[config.mk]
export PLATFORM = sky130hd
export DESIGN_NAME = spi_tgt_link
export DESIGN_NICKNAME = d
export VERILOG_FILES = /design/src/rtl/spi_tgt_pkg.sv /design/src/rtl/spi_tgt_sync.sv /design/src/rtl/spi_tgt_rx.sv /design/src/rtl/spi_tgt_txhold.sv /design/src/rtl/spi_tgt_link.sv
export SDC_FILE = /design/constraint.sdc
export NUM_CORES = 1
export LEC_CHECK = 0
export BUFFER_PORTS_ARGS = -buffer_cell sky130_fd_sc_hd__buf_4
export CORE_UTILIZATION = 39
export CTS_CLUSTER_DIAMETER = 120
export DETAILED_ROUTE_END_ITERATION = 10
export PLACE_DENSITY = 0.63
export RECOVER_POWER = 50
export SETUP_SLACK_MARGIN = 0.5
export SYNTH_ARGS = -nofsm -noshare
export SYNTH_HDL_FRONTEND = slang
export SYNTH_SLANG_ARGS = --single-unit
[constraint.sdc]
create_clock -name clk -period 3.6 [get_ports clk]
set_input_delay 0.18 -clock clk [delete_from_list [all_inputs] [get_ports clk]]
set_output_delay 0.18 -clock clk [all_outputs]
set_load 0.005 [all_outputs]
[src/rtl/spi_tgt_pkg.sv]
package spi_tgt_pkg;

  typedef struct packed {
    logic udr;
    logic ovr;
    logic txe;
    logic rxf;
  } stat_t;

  // limit a requested frame length to the supported range
  function automatic int clamp_len(input int req, input int lo, input int hi);
    if (req < lo) return lo;
    if (req > hi) return hi;
    return req;
  endfunction

  // 1 when MOSI is sampled on the rising serial clock edge
  function automatic logic samp_on_rise(input logic cpol, input logic ncpha);
    return cpol ^ ncpha;
  endfunction

endpackage

[src/rtl/spi_tgt_sync.sv]
module spi_tgt_sync #(
  parameter int N = 1,
  parameter logic [N-1:0] RST = '0
) (
  input  logic         clk,
  input  logic         rst_n,
  input  logic [N-1:0] d,
  output logic [N-1:0] q
);
  for (genvar i = 0; i < N; i++) begin : g_bit
    logic s1, s2;
    always_ff @(posedge clk or negedge rst_n) begin
      if (!rst_n) begin
        s1 <= RST[i];
        s2 <= RST[i];
      end else begin
        s1 <= d[i];
        s2 <= s1;
      end
    end
    assign q[i] = s2;
  end
endmodule

[src/rtl/spi_tgt_rx.sv]
module spi_tgt_rx #(
  parameter int MAXW = 16,
  parameter int CW = 5
) (
  input  logic            clk,
  input  logic            rst_n,
  input  logic            en,
  input  logic            nss_q,
  input  logic            frame_start,
  input  logic            samp_edge,
  input  logic            mosi_q,
  input  logic [CW-1:0]   len,
  output logic            active,
  output logic [CW-1:0]   cnt,
  output logic            frame_done,
  output logic [MAXW-1:0] rx_word
);
  logic [MAXW-1:0] sh;

  assign frame_done = active & samp_edge & (cnt == len - CW'(1));
  assign rx_word    = {sh[MAXW-2:0], mosi_q};

  always_ff @(posedge clk or negedge rst_n) begin
    if (!rst_n) begin
      active <= 1'b0;
      cnt    <= '0;
      sh     <= '0;
    end else if (!en || nss_q) begin
      active <= 1'b0;
      cnt    <= '0;
    end else if (frame_start) begin
      active <= 1'b1;
      cnt    <= '0;
      sh     <= '0;
    end else if (active && samp_edge) begin
      sh <= {sh[MAXW-2:0], mosi_q};
      if (frame_done) begin
        active <= 1'b0;
        cnt    <= '0;
      end else begin
        cnt <= cnt + CW'(1);
      end
    end
  end
endmodule

[src/rtl/spi_tgt_txhold.sv]
module spi_tgt_txhold #(
  parameter int MAXW = 16
) (
  input  logic            clk,
  input  logic            rst_n,
  input  logic            en,
  input  logic            wr_en,
  input  logic [MAXW-1:0] wr_data,
  input  logic            active,
  input  logic            frame_start,
  input  logic            frame_done,
  input  logic [MAXW-1:0] rx_word,
  output logic [MAXW-1:0] sh_tx,
  output logic            tx_empty,
  output logic            underrun_evt
);
  logic [MAXW-1:0] hold;
  logic            hold_v;
  logic            fresh;   // shift register carries host data not yet sent
  logic            wr_ok;

  assign wr_ok        = en & wr_en;
  assign tx_empty     = ~hold_v;
  assign underrun_evt = frame_start & ~hold_v & ~fresh;

  always_ff @(posedge clk or negedge rst_n) begin
    if (!rst_n) begin
      sh_tx  <= '0;
      hold   <= '0;
      hold_v <= 1'b0;
      fresh  <= 1'b0;
    end else begin
      if (frame_start) begin
        if (hold_v) sh_tx <= hold;
        hold_v <= 1'b0;
        fresh  <= 1'b0;
      end else if (frame_done) begin
        sh_tx <= rx_word;
      end
      if (wr_ok) begin
        if (!fresh && !hold_v && !active && !frame_start) begin
          sh_tx <= wr_data;
          fresh <= 1'b1;
        end else begin
          hold   <= wr_data;
          hold_v <= 1'b1;
        end
      end
    end
  end
endmodule

[src/rtl/spi_tgt_link.sv]
module spi_tgt_link #(
  parameter int MAXW = 16,
  parameter int MINW = 8,
  localparam int CW = $clog2(MAXW + 1)
) (
  input  logic            clk,
  input  logic            rst_n,
  input  logic            en,
  input  logic [CW-1:0]   cfg_bits,
  input  logic            cfg_cpol,
  input  logic            cfg_ncpha,
  input  logic            wr_en,
  input  logic [MAXW-1:0] wr_data,
  input  logic            rd_rx,
  input  logic            rd_stat,
  output logic [MAXW-1:0] rx_data,
  output logic [3:0]      status,
  input  logic            sck,
  input  logic            nss_n,
  input  logic            mosi,
  output logic            miso
);
  import spi_tgt_pkg::*;

  logic            nss_q, sck_q, mosi_q, nss_d, sck_d;
  logic            sck_rise, sck_fall, samp_edge, frame_start;
  logic            active, frame_done, underrun_evt, tx_empty;
  logic [CW-1:0]   len, cnt, idx;
  logic [MAXW-1:0] rx_word, sh_tx, shv;
  stat_t           st;

  spi_tgt_sync #(.N(3), .RST(3'b100)) u_sync (
    .clk(clk), .rst_n(rst_n),
    .d({nss_n, sck, mosi}), .q({nss_q, sck_q, mosi_q})
  );

  always_ff @(posedge clk or negedge rst_n) begin
    if (!rst_n) begin
      nss_d <= 1'b1;
      sck_d <= 1'b0;
    end else begin
      nss_d <= nss_q;
      sck_d <= sck_q;
    end
  end

  assign sck_rise    = sck_q & ~sck_d;
  assign sck_fall    = ~sck_q & sck_d;
  assign samp_edge   = samp_on_rise(cfg_cpol, cfg_ncpha) ? sck_rise : sck_fall;
  assign frame_start = en & nss_d & ~nss_q;
  assign len         = CW'(clamp_len(int'(cfg_bits), MINW, MAXW));

  spi_tgt_rx #(.MAXW(MAXW), .CW(CW)) u_rx (
    .clk(clk), .rst_n(rst_n), .en(en), .nss_q(nss_q),
    .frame_start(frame_start), .samp_edge(samp_edge), .mosi_q(mosi_q),
    .len(len), .active(active), .cnt(cnt), .frame_done(frame_done),
    .rx_word(rx_word)
  );

  spi_tgt_txhold #(.MAXW(MAXW)) u_tx (
    .clk(clk), .rst_n(rst_n), .en(en), .wr_en(wr_en), .wr_data(wr_data),
    .active(active), .frame_start(frame_start), .frame_done(frame_done),
    .rx_word(rx_word), .sh_tx(sh_tx), .tx_empty(tx_empty),
    .underrun_evt(underrun_evt)
  );

  assign idx  = len - CW'(1) - cnt;
  assign shv  = sh_tx >> idx;
  assign miso = active & shv[0];

  always_ff @(posedge clk or negedge rst_n) begin
    if (!rst_n) begin
      rx_data <= '0;
      st.rxf  <= 1'b0;
      st.ovr  <= 1'b0;
      st.udr  <= 1'b0;
    end else begin
      if (frame_done) begin
        rx_data <= rx_word;
        st.rxf  <= 1'b1;
      end else if (rd_rx) begin
        st.rxf <= 1'b0;
      end
      if (frame_done && st.rxf && !rd_rx) st.ovr <= 1'b1;
      else if (rd_stat)                   st.ovr <= 1'b0;
      if (underrun_evt)   st.udr <= 1'b1;
      else if (rd_stat)   st.udr <= 1'b0;
    end
  end

  assign st.txe = tx_empty;
  assign status = st;
endmodule

Yosys cells after proc, flatten, opt, wreduce, memory -nomap -nowiden --
Index checks and enable logic that the tools add are counted.
Word-level totals: logic and storage cells 100, register bits 82, bits of input ports 32, output and inout bits 21
Cells by class: bitwise gates (word level) 18, magnitude comparators 2, mux-type cells 34, eq/ne operators 1, add/sub/neg operators 3, shift-type cells 1, reductions and logical operators 22
Operator list (number):
- $mux W16 | 5
- $mux W5 | 7
- $mux W15 | 2
- $mux W1 | 19
- $shr A16 B5 Y1 | 1
- $and A1 B1 Y1 | 10
- $reduce_bool A2 Y1 | 4
- $not A1 Y1 | 7
- $logic_and A1 B1 Y1 | 6
- $logic_not A1 Y1 | 6
- $reduce_and A2 Y1 | 3
- $reduce_bool A3 Y1 | 2
- $add A5 B1 Y5 const B | 1
- $eq A5 B5 Y1 | 1
- $gt A5 B5 Y1 const B | 1
- $lt A5 B4 Y1 const B | 1
- $sub A5 B1 Y5 const B | 1
- $sub A5 B5 Y5 | 1
- $mux W4 | 1
- $logic_or A1 B1 Y1 | 1
- $xor A1 B1 Y1 | 1

Depth between registers and ports, before layout --
depth after elaboration 12, gate-level depth with buffers 10, mapped depth without buffers 10

Cells and area by module --
Synthesis repeated with hierarchy kept, for this count alone.
Second synthesis, totals: cells, all modules 320, area total of the unflattened synthesis 4190.3 um^2
By module, submodules not included:
- spi_tgt_txhold | area an instance 1835.5 um^2, times used 1, sequential area each 850.8 um^2, cells an instance 132
- spi_tgt_link | area an instance 1142.3 um^2, times used 1, sequential area each 526.8 um^2, cells an instance 92
- spi_tgt_rx | area an instance 1037.2 um^2, times used 1, sequential area each 525.5 um^2, cells an instance 87
- spi_tgt_sync | area an instance 175.2 um^2, times used 1, sequential area each 152.6 um^2, cells an instance 9

Least setup slack after synthesis --
OpenSTA, ideal clock, no wires.
path kind in2out, start input port cfg_bits[3], end output port miso, slack 0.880 ns, stages on the path 8, required time 3.420 ns, arrival 2.540 ns, path buffers 0, path through nor2b_1 -> nand2_1 -> ha_1 -> fa_1 -> mux4_2 -> nor2b_1 -> a2111oi_0 -> and4b_1
Between the ends: cells in the longest elaborated chain, start to end 9, elaborated cells on any way between the ends 13
Ends and longest elaborated chain:
- start: declaration | line spi_tgt_link.sv:9 | input logic [CW-1:0] cfg_bits,
- $gt A5 B5 Y1 or $lt A5 B4 Y1 (tied branches) | line spi_tgt_pkg.sv:13, spi_tgt_pkg.sv:12
- $mux W1 or $mux W4 (tied branches) | line spi_tgt_pkg.sv:13, spi_tgt_pkg.sv:12
- $mux W1 or $mux W5 (tied branches) | line spi_tgt_pkg.sv:13 | if (req > hi) return hi;
- $mux W5 | line spi_tgt_pkg.sv:14 | return req;
- $mux W5 (*) | line spi_tgt_pkg.sv:13
- $sub A5 B1 Y5 (*) | line spi_tgt_link.sv:67 | assign idx = len - CW'(1) - cnt;
- $sub A5 B5 Y5 (*) | line spi_tgt_link.sv:67
- $shr A16 B5 Y1 (*) | line spi_tgt_link.sv:68 | assign shv = sh_tx >> idx;
- $and A1 B1 Y1 (*) | line spi_tgt_link.sv:69 | assign miso = active & shv[0];
- end: declaration | line spi_tgt_link.sv:21 | output logic miso
Mark *: on every way between the ends. The rest lies on a longest branch, timed or not. The select of a mux whose other input is x is not followed.

Final worst setup path --
start register u_rx.cnt[0], end output port miso
Between the ends: cells in the longest elaborated chain, start to end 3
Ends and longest elaborated chain:
- start: declaration | line spi_tgt_rx.sv:14 | output logic [CW-1:0] cnt,
- start signal: assignment | line spi_tgt_rx.sv:41 | cnt <= cnt + CW'(1);
- $sub A5 B5 Y5 | line spi_tgt_link.sv:67
- $shr A16 B5 Y1 | line spi_tgt_link.sv:68
- $and A1 B1 Y1 | line spi_tgt_link.sv:69
No other way between the ends.

==> results.txt <==
Sum of overflow across all layers after global routing -> 0
Share of post-route cells with drive strength above 1 -> 34.58%
Post-route antenna net violation count -> 0
Io pins -> 53
Area fraction of the dominant cell type after synthesis -> 50.45%
Final setup TNS -> 0 ps
Die X -> 102.2 um
Final Net Count -> 407
Initial Utilization -> 40.09%
Syn_nets -> 348
Max-capacitance violation count -> 1
Remaining design rule violation count -> 0
Origin of the worst min-delay path -> wr_data[4]
Lkg Pwr -> 2.248 nW
Post-synthesis area per instance -> 12.68 sq um
Number of detailed-route iterations in the first pass -> 4
Clock period minus final worst setup slack -> 2929 ps
DRT Wirelength -> 8263 um
Iter 0 DRT Violations -> 105
CTS clock-pin slew for the worst setup and hold paths -> 80 ps
Transition at the pin with the smallest max-transition slack -> 2020 ps
Diode count -> 0
Cell area after layout -> 0.004678 sq mm
Yosys reg bits -> 82
Setup Skew -> 10.18 ps
Count of clock tree sinks -> 82
Register-to-Register Path Depth -> 6
Latest clock arrival within the worst-skew pair -> 350 ps
Library cell with the highest instance count after synthesis -> dfrtp_1
Tcrit/Tclk final -> 81.37%
Placed cell area -> 0.004420 sq mm
Die boundary height -> 102.2 um
Detailed-route wire length per cell -> 16.33 um
Number of cells produced by synthesis -> 309
Slew margin rel. -> -34.64%
Critical Path Sink Type -> output port
Type of the worst setup path -> reg2out
Worst Path Required -> 3420 ps
Post-synthesis sequential area ratio -> 52.46%
CP startpoint kind -> register
PortBufs -> 52
CP max FO -> 2
Final core area utilization -> 47.86%
Max Fclk -> 341.4 MHz
Gr usage total -> 17.32%
Max Buffers Root-to-Sink -> 2
Max-slew violation total from the final report -> 83
Failing checks -> max-capacitance violations, max-slew violations
CTS Buf Count -> 9
Async set or reset register ratio after synthesis -> 100.0%
Final hold violations -> 0
Placed wire-length estimate after detailed placement -> 5477 um
Die area -> 0.01045 sq mm
Setup violation total in the final timing report -> 0
Layout fillers -> 916
Maximum number of pins on one net before global-route repair -> 83
Hold EP -> u_tx.sh_tx[4]$_DFF_PN0_
Via count of the first global-routing pass -> 2724
Top cell types by occurrence after synthesis -> dfrtp_1 (79), mux2i_1 (29), mux2_2 (25)
Startpoint of the worst register-to-register path -> u_sync.g_bit[2].s2$_DFF_PN1_
Placer Congestion -> 0.8079
Main synth FF type -> dfrtp_1
Setup repair after global routing missed its margin -> false
Clk root buf -> clkbuf_8
Wire length of the first global-routing pass -> 13610 um
Status -> finished, violations left
Power per cell area -> 500.3 mW/mm^2
Synthesis Warnings -> 0
Data arrival, critical path -> 2750 ps
Cell accounting for the most synthesized area -> dfrtp_1
Area of the core region -> 0.009774 sq mm
Number of distinct library cells after synthesis -> 44
FF-to-FF setup slack -> 1220 ps
Number of enable flip-flop cells after synthesis -> 0
Worst r2r dst -> u_tx.sh_tx[9]$_DFF_PN0_
Worst hold path class -> in2reg
Area used by multi-input combinational logic -> 0.001748 sq mm
Maximum vdd ir drop -> 0.2651 mV
TritonCTS clock tree -> done
Row Count -> 36
Via count -> 2658
Cells taking the most area after synthesis -> dfrtp_1 (50%), mux2i_1 (7.4%), mux2_2 (7.2%)
Layout area overhead -> 19.38%
Routed via count divided by cell count -> 5.253
Combined flip-flop and latch cell area -> 0.002056 sq mm
Number of antenna violations at the first check in global routing -> 0
Cell area after synthesis -> 0.003919 sq mm
Cells on Worst Hold Path -> 3
H-tree depth reported by CTS -> 3
[timing repair]
action,in CTS,in global routing
resized for setup,1,3
buffers inserted,2,0
cloned,0,0
endpoints found under the setup margin,1,1
hold buffers,4,0
pin swaps,2,0
hold endpoints to repair,4,0
[report_power, final]
group / internal [W] / switching (W)
sequential: 0.00108 / 0.000146
combinational: 0.000271 / 0.000184
clock: 0.000319 / 0.000341
[cell type report]
cell class,count,share of cell area [%]
clock buffers,9,2.648
clock inverters,7,1.498
inverters,11,0.8826
multi-input cells,202,37.36
flip-flops and latches,82,43.94
well taps,133,3.557
repair buffers,62,10.11
[metrics by stage]
stage / std cells / total power (W) / hold WS [ps] / setup WS (ps)
global route: 506 / 0.002471 / 49.56 / 514.2
detailed placement: 484 / 0.001689 / 290.8 / 453.0
CTS: 506 / 0.002352 / 41.71 / 564.7
global placement: 484 / 0.001670 / 289.7 / 496.3
finish: 506 / 0.002340 / 54.27 / 670.7
floorplan: 309 / 0.001532 / -115.6 / 879.9
[flip-flops by register name, indices dropped and copies added, names as in the netlist]
name             cells
u_rx.sh             15
u_rx.active          1
u_tx.sh_tx          16
u_tx.fresh           1
sck_d                1
nss_d                1
u_rx.cnt             5
u_tx.hold_v          1
u_tx.hold           16
rx_data             16
status               3
u_sync.g_bit.s1      3
u_sync.g_bit.s2      3
[how the worst max path moves through the flow]
| stage | startpoint | to | slack, ps | cells past startpoint |
|---|---|---|---|---|
| 2_1_floorplan | cfg_bits[3] | miso | 880 | 8 |
| 5_1_grt | u_rx.cnt[0]$_DFFE_PN0P_ | miso | 510 | 7 |
| 3_5_place_dp | cfg_bits[4] | miso | 450 | 10 |
| 3_3_place_gp | cfg_bits[4] | miso | 500 | 10 |
| 6_report | u_rx.cnt[0]$_DFFE_PN0P_ | miso | 670 | 7 |
| 4_1_cts | u_rx.cnt[0]$_DFFE_PN0P_ | miso | 560 | 7 |
[worst max-delay path: stages (launching register included)]
cell,delay [ps]
dfrtp_1,400
ha_2,210
fa_2,580
mux4_2,490
nor2b_1,150
a2111oi_2,210
and4b_1,240
buf_4,130
[placed cells by master, fill, tap and decap left out, drive strengths merged, types with 2 or more instances in the layout]
master	netlist	layout
dfstp	3	3
clkinv	0	5
mux2	37	37
nor3	3	3
a22o	15	15
mux2i	30	30
nor2b	6	6
a21oi	20	20
xnor2	5	5
nand3	3	3
nand4	2	2
o22ai	6	6
dlygate4sd3	0	4
mux4	4	4
o31ai	2	2
clkbuf	4	15
nor2	17	17
ha	6	6
dfrtp	79	79
xor2	3	3
inv	11	11
buf	10	52
nand2b	5	5
nand2	10	10
o21ai	15	15
[routing by layer]
layer	share of wire, %	GRT usage, %	vias up
met3	4.5	5.335	11
li1	-	-	1234
met5	0	0	-
met2	48	27.41	59
met4	1.6	5.385	0
met1	46	22.78	1354
[cell families after synthesis]
family                   synth area share, %
AND/OR/NAND/NOR                        7.567
adder cells (fa/ha/maj)                2.427
XOR/XNOR                               1.980
multiplexers                           22.06
buffers and inverters                  3.224
AO/OA/AOI/OAI                          10.28
flip-flops                             52.46
No activity file was read; power rests on OpenSTA's default activity.
